--- config.mk ---
export PLATFORM = sky130hd
export DESIGN_NAME = cc_ramp_gen
export DESIGN_NICKNAME = d
export VERILOG_FILES = /design/src/rtl/cc_ramp_gen.sv
export SDC_FILE = /design/constraint.sdc
export NUM_CORES = 2
export LEC_CHECK = 0
export BUFFER_PORTS_ARGS = -buffer_cell sky130_fd_sc_hd__buf_2
export CORE_ASPECT_RATIO = 2
export CORE_MARGIN = 8
export CORE_UTILIZATION = 60
export CTS_CLUSTER_DIAMETER = 30
export CTS_CLUSTER_SIZE = 10
export DETAILED_ROUTE_END_ITERATION = 8
export PLACE_DENSITY = 0.76
export SLEW_MARGIN = 0
export SYNTH_ARGS = -nofsm -noshare
export SYNTH_HDL_FRONTEND = slang
export SYNTH_SLANG_ARGS = --single-unit
export TNS_END_PERCENT = 5
--- constraint.sdc ---
create_clock -name clk -period 21.4 [get_ports clk]
set_input_delay 1.07 -clock clk [delete_from_list [all_inputs] [get_ports clk]]
set_output_delay 1.07 -clock clk [all_outputs]
set_load 0.01 [all_outputs]
--- src/rtl/cc_ramp_gen.sv ---
module cc_ramp_gen #(
  parameter logic [3:0] CHANNEL = 4'hE,
  parameter int         PTR_W   = 8,
  parameter logic [6:0] CENTER  = 7'h40,
  parameter logic [7:0] STEP_Y  = 8'd3,
  parameter logic [7:0] STEP_X  = 8'd2,
  parameter logic [7:0] CTL_X   = 8'd10,
  parameter logic [7:0] CTL_Y   = 8'd7
) (
  input  logic       clk,
  input  logic       rst_n,
  input  logic       tick,
  input  logic [7:0] buttons,
  output logic [6:0] x_value,
  output logic [6:0] y_value,
  output logic [7:0] out_data,
  output logic       out_valid,
  input  logic       out_ready,
  output logic       overflow
);
  localparam int DEPTH = 1 << PTR_W;
  localparam logic [6:0] VMAX = 7'h7F;
  localparam logic [PTR_W-1:0] ONE = PTR_W'(1);

  logic [7:0] acc_up, acc_dn, acc_lf, acc_rt;
  logic [7:0] n_up, n_dn, n_lf, n_rt;
  logic [6:0] nx, ny;
  wire recenter = buttons[3] | buttons[2];

  always_comb begin
    nx = x_value; ny = y_value;
    n_up = acc_up; n_dn = acc_dn; n_lf = acc_lf; n_rt = acc_rt;
    if (recenter) begin
      nx = CENTER;
      ny = CENTER;
    end else begin
      if (buttons[1]) begin
        if (buttons[4]) begin
          n_up = n_up + STEP_Y;
          if (n_up[3] && ny != VMAX) begin ny = ny + 7'd1; n_up = '0; n_dn = '0; end
        end
        if (buttons[5]) begin
          n_dn = n_dn + STEP_Y;
          if (n_dn[3] && ny != 7'd0) begin ny = ny - 7'd1; n_up = '0; n_dn = '0; end
        end
      end
      if (buttons[0]) begin
        if (buttons[6]) begin
          n_lf = n_lf + STEP_X;
          if (n_lf[3] && nx != 7'd0) begin nx = nx - 7'd1; n_lf = '0; n_rt = '0; end
        end
        if (buttons[7]) begin
          n_rt = n_rt + STEP_X;
          if (n_rt[3] && nx != VMAX) begin nx = nx + 7'd1; n_lf = '0; n_rt = '0; end
        end
      end
    end
  end

  always_ff @(posedge clk or negedge rst_n)
    if (!rst_n) begin
      x_value <= CENTER; y_value <= CENTER;
      acc_up <= '0; acc_dn <= '0; acc_lf <= '0; acc_rt <= '0;
    end else if (tick) begin
      x_value <= nx; y_value <= ny;
      acc_up <= n_up; acc_dn <= n_dn; acc_lf <= n_lf; acc_rt <= n_rt;
    end

  logic [7:0] last_x, last_y, push_byte;
  logic [1:0] phase;
  logic       send_x;
  logic [6:0] snap;
  wire y_dirty = {1'b0, y_value} != last_y;
  wire x_dirty = {1'b0, x_value} != last_x;
  wire start   = (phase == 2'd0) && (y_dirty || x_dirty);
  wire push    = start || (phase != 2'd0);

  always_comb
    case (phase)
      2'd1:    push_byte = send_x ? CTL_X : CTL_Y;
      2'd2:    push_byte = {1'b0, snap};
      default: push_byte = {4'hB, CHANNEL};
    endcase

  always_ff @(posedge clk or negedge rst_n)
    if (!rst_n) begin
      phase <= 2'd0; send_x <= 1'b0; snap <= '0;
      last_x <= 8'hFF; last_y <= 8'hFF;
    end else begin
      case (phase)
        2'd0: if (start) begin
          phase  <= 2'd1;
          send_x <= !y_dirty;
          if (y_dirty) begin snap <= y_value; last_y <= {1'b0, y_value}; end
          else         begin snap <= x_value; last_x <= {1'b0, x_value}; end
        end
        2'd1:    phase <= 2'd2;
        default: phase <= 2'd0;
      endcase
    end

  logic [7:0] mem [DEPTH];
  logic [PTR_W-1:0] head, tail;
  wire full = (head + ONE) == tail;
  wire pop  = out_valid && out_ready;
  assign out_valid = head != tail;
  assign out_data  = mem[tail];

  always_ff @(posedge clk)
    if (push && !full) mem[head] <= push_byte;

  always_ff @(posedge clk or negedge rst_n)
    if (!rst_n) begin
      head <= '0; tail <= '0; overflow <= 1'b0;
    end else begin
      if (push && !full) head <= head + ONE;
      if (push && full)  overflow <= 1'b1;
      if (pop)           tail <= tail + ONE;
    end

  assert_tick_only_R9: assert property (@(posedge clk) disable iff (!rst_n)
    !tick |=> ($stable(x_value) && $stable(y_value)));
  assert_center_R2: assert property (@(posedge clk) disable iff (!rst_n)
    (tick && recenter) |=> (x_value == CENTER && y_value == CENTER));
  assert_single_step_R5: assert property (@(posedge clk) disable iff (!rst_n)
    (tick && !recenter) |=> (x_value == $past(x_value) || x_value == $past(x_value) + 7'd1 ||
                             x_value == $past(x_value) - 7'd1) &&
                            (y_value == $past(y_value) || y_value == $past(y_value) + 7'd1 ||
                             y_value == $past(y_value) - 7'd1));
  assert_hold_R10: assert property (@(posedge clk) disable iff (!rst_n)
    (out_valid && !out_ready) |=> (out_valid && $stable(out_data)));
  assert_sticky_overflow_R11: assert property (@(posedge clk) disable iff (!rst_n)
    overflow |=> overflow);
endmodule

==> impl_metrics.env <==
export IMPL_hp_class="in -> async"
export IMPL_overflow=0
export IMPL_grt_max_degree=185
export IMPL_fin_util_pct=66.9
export IMPL_crit_type="reg -> out"
export IMPL_grt_pass1_wl_mm=313
export IMPL_grt_pass1_vias=44600
export IMPL_ant_nets=0
export IMPL_cts_resized=0
export IMPL_num_rows=193
export IMPL_min_period_ns=8.21
export IMPL_syn_area_per_cell_um2=20.8
export IMPL_portBuffers=35
export IMPL_clock_sinks=2119
export IMPL_final_hold_viol_count=0
export IMPL_synth_nets=4048
export IMPL_cp_slowest_cell="dfrtp_4"
export IMPL_dp_slack_ns=13.89
export IMPL_cp_data_required_time_ns=20.33
export IMPL_clock_skew_ns=0.0483
export IMPL_via_per_inst=7.00
export IMPL_start_util_pct=60.4
export IMPL_path_clk_slew_ns=0.06
export IMPL_drt_total_wl_mm=219
export IMPL_maxCapViolCount=0
export IMPL_peakVddDrop_v=0.000215
export IMPL_antenna_found_initial=6
export IMPL_maxSlewViolCount=0
export IMPL_worstPathMaxFanout=41
export IMPL_clock_latency_ns=0.86
export IMPL_ys_dominant_reg_cell="edfxtp_1"
export IMPL_gp_congestion=0.905
export IMPL_layout_commonest_cell="edfxtp_1"
export IMPL_htree_levels=4
export IMPL_hpwl_mm=130
export IMPL_arrival_ns=7.14
export IMPL_synth_seq_cells=2119
export IMPL_hold_ws_ns=0.416
export IMPL_status="finished clean"
export IMPL_synth_cell_types=72
export IMPL_core_area_um2=138000
export IMPL_slowest_delay_ns=0.88
export IMPL_drt_iter0_drc=5153
export IMPL_firstDrtPassIters=8
export IMPL_boundaryPins=36
export IMPL_synthArstFlopShare_pct=3.35
export IMPL_synth_area_top_cells="edfxtp_1 74%, mux4_2 15%, dfrtp_1 1.6%"
export IMPL_p_leak_nw=28.8
export IMPL_synth_top_cell_area_share_pct=73.7
export IMPL_power_density_nw_per_um2=152
export IMPL_cts_hold_buf=0
export IMPL_grt_total_usage_pct=28.8
export IMPL_yosys_warnings=0
export IMPL_cp_depth=11
export IMPL_critPathLaunchType="register"
export IMPL_wire_per_inst_um=36.2
export IMPL_worst_slack_ns=13.19
export IMPL_nets=4162
export IMPL_setup_tns_ns=0
export IMPL_cts_setup_buffers=0
export IMPL_critPathTopFamily="buffers and inverters"
export IMPL_design_area_um2=92400
export IMPL_cts_buffers=246
export IMPL_worstSetupEndpointType="output pin"
export IMPL_root_buffer="clkbuf_16"
export IMPL_chipHeight_um=543
export IMPL_yosys_area_top_type="edfxtp_1"
export IMPL_place_area_um2=85700
export IMPL_syn_area_um2=83400
export IMPL_crit_path_frequent_cell="buf_4"
export IMPL_die_w_um=280
export IMPL_synthCells=4020
export IMPL_fmax_ghz=0.122
export IMPL_path_cells="buf_4 -> buf_4 -> buf_4 -> buf_4 -> mux4_2 -> a22oi_1 -> a21oi_1 -> nor4_1 -> o22ai_1 -> or2_2 -> buf_2"
export IMPL_syn2layout_area_growth_pct=10.7
export IMPL_slew_headroom_pct=11.5
export IMPL_finalSetupViolCount=0
export IMPL_reg2reg_depth=8
export IMPL_post_route_cells_drive_above_1_share_pct=24.6
export IMPL_synth_seq_area_share_pct=75.9
export IMPL_mostFrequentLayoutCells="2048 x edfxtp_1, 560 x mux4_2, 267 x nor2_1"
export IMPL_die_area_um2=152000
export IMPL_synth_edf_count=2048
export IMPL_finalCritPeriodShare_pct=38.4
export IMPL_worst_path_buf_inv=5
export IMPL_clock_path_buffers=4
export IMPL_worstMarginPinSlew_ns=1.32
export IMPL_drcViolationCount=0
export IMPL_cts_tree="yes"
export IMPL_vias=42400
export IMPL_grt_setup_unrepaired="false"
-- per-stage QoR --
stage	total power, W	cells
final	0.0140	6058
after floorplan	0.00893	4020
after global routing	0.0143	6057
after CTS	0.0140	6056
after detailed placement	0.0104	5738
after global placement	0.0102	5738
-- sequential cells by signal, summed over array words and instances (netlist names), 2 cells and up --
signal,cells
mem,2048
head,8
last_x,8
last_y,8
tail,8
snap,7
x_value,7
y_value,7
acc_dn,4
acc_up,4
acc_lf,3
acc_rt,3
phase,2
-- per-layer routing --
| metal | vias up | track usage [%] | share of wire (%) |
|---|---|---|---|
| li1 | 16800 | - | - |
| met2 | 2750 | 50.7 | 52 |
| met4 | 0 | 22.8 | 9.8 |
| met5 | - | 0 | 0 |
| met1 | 22000 | 30.6 | 30 |
| met3 | 827 | 4.63 | 8.2 |
-- synth_stat cells (26+ instances only) --
cell type / instances
edfxtp_1: 2048
mux4_2: 560
nor2_1: 268
a22oi_1: 144
clkbuf_1: 127
nand2_1: 108
buf_2: 94
a21oi_1: 84
nor3_1: 61
dfrtp_1: 53
mux2i_1: 40
o22ai_1: 35
xor2_1: 33
nand3_1: 31
nor4_1: 30
o21ai_0: 26
-- where the power goes --
group,internal [W],switching [W],total (W),leakage (nW)
combinational,0.00142,0.00309,0.00451,6.26
sequential,0.00568,0.000162,0.00585,19.2
clock,0.00213,0.00152,0.00365,3.25
-- final timing paths --
path | slack, ns | start | endpoint
max reg2reg | 15.95 | tail[1] | mem[79][2]
max | 13.19 | tail[0] | out_data[4]
min | 0.42 | rst_n | overflow
min reg2reg | 0.48 | acc_rt[2] | acc_rt[2]
max in group asynchronous | 20.28 | rst_n | tail[0]
min in group clk | 0.48 | acc_rt[2] | acc_rt[2]
-- cell families after synthesis --
family	count (synthesis)	share of synthesized area (%)
AOI/OAI and AO/OA	344	2.80
adders and majority gates	16	0.240
xor gates and xnor gates	48	0.504
muxes	616	15.8
buffers and inverters	285	1.53
DFF	2119	75.9
and+or+nand+nor	592	3.24
-- layout make-up --
| cell class | count | area, µm² |
|---|---|---|
| antenna | 2 | 5.00 |
| clock buffer | 294 | 6450 |
| inverter | 22 | 90.1 |
| multi-input combinational | 1616 | 19000 |
| fill | 8334 | 45800 |
| sequential | 2119 | 63300 |
| clock inverter | 24 | 240 |
| timing repair buffer | 129 | 946 |
| tap | 1852 | 2320 |
Power figures use the tool's default switching activity.
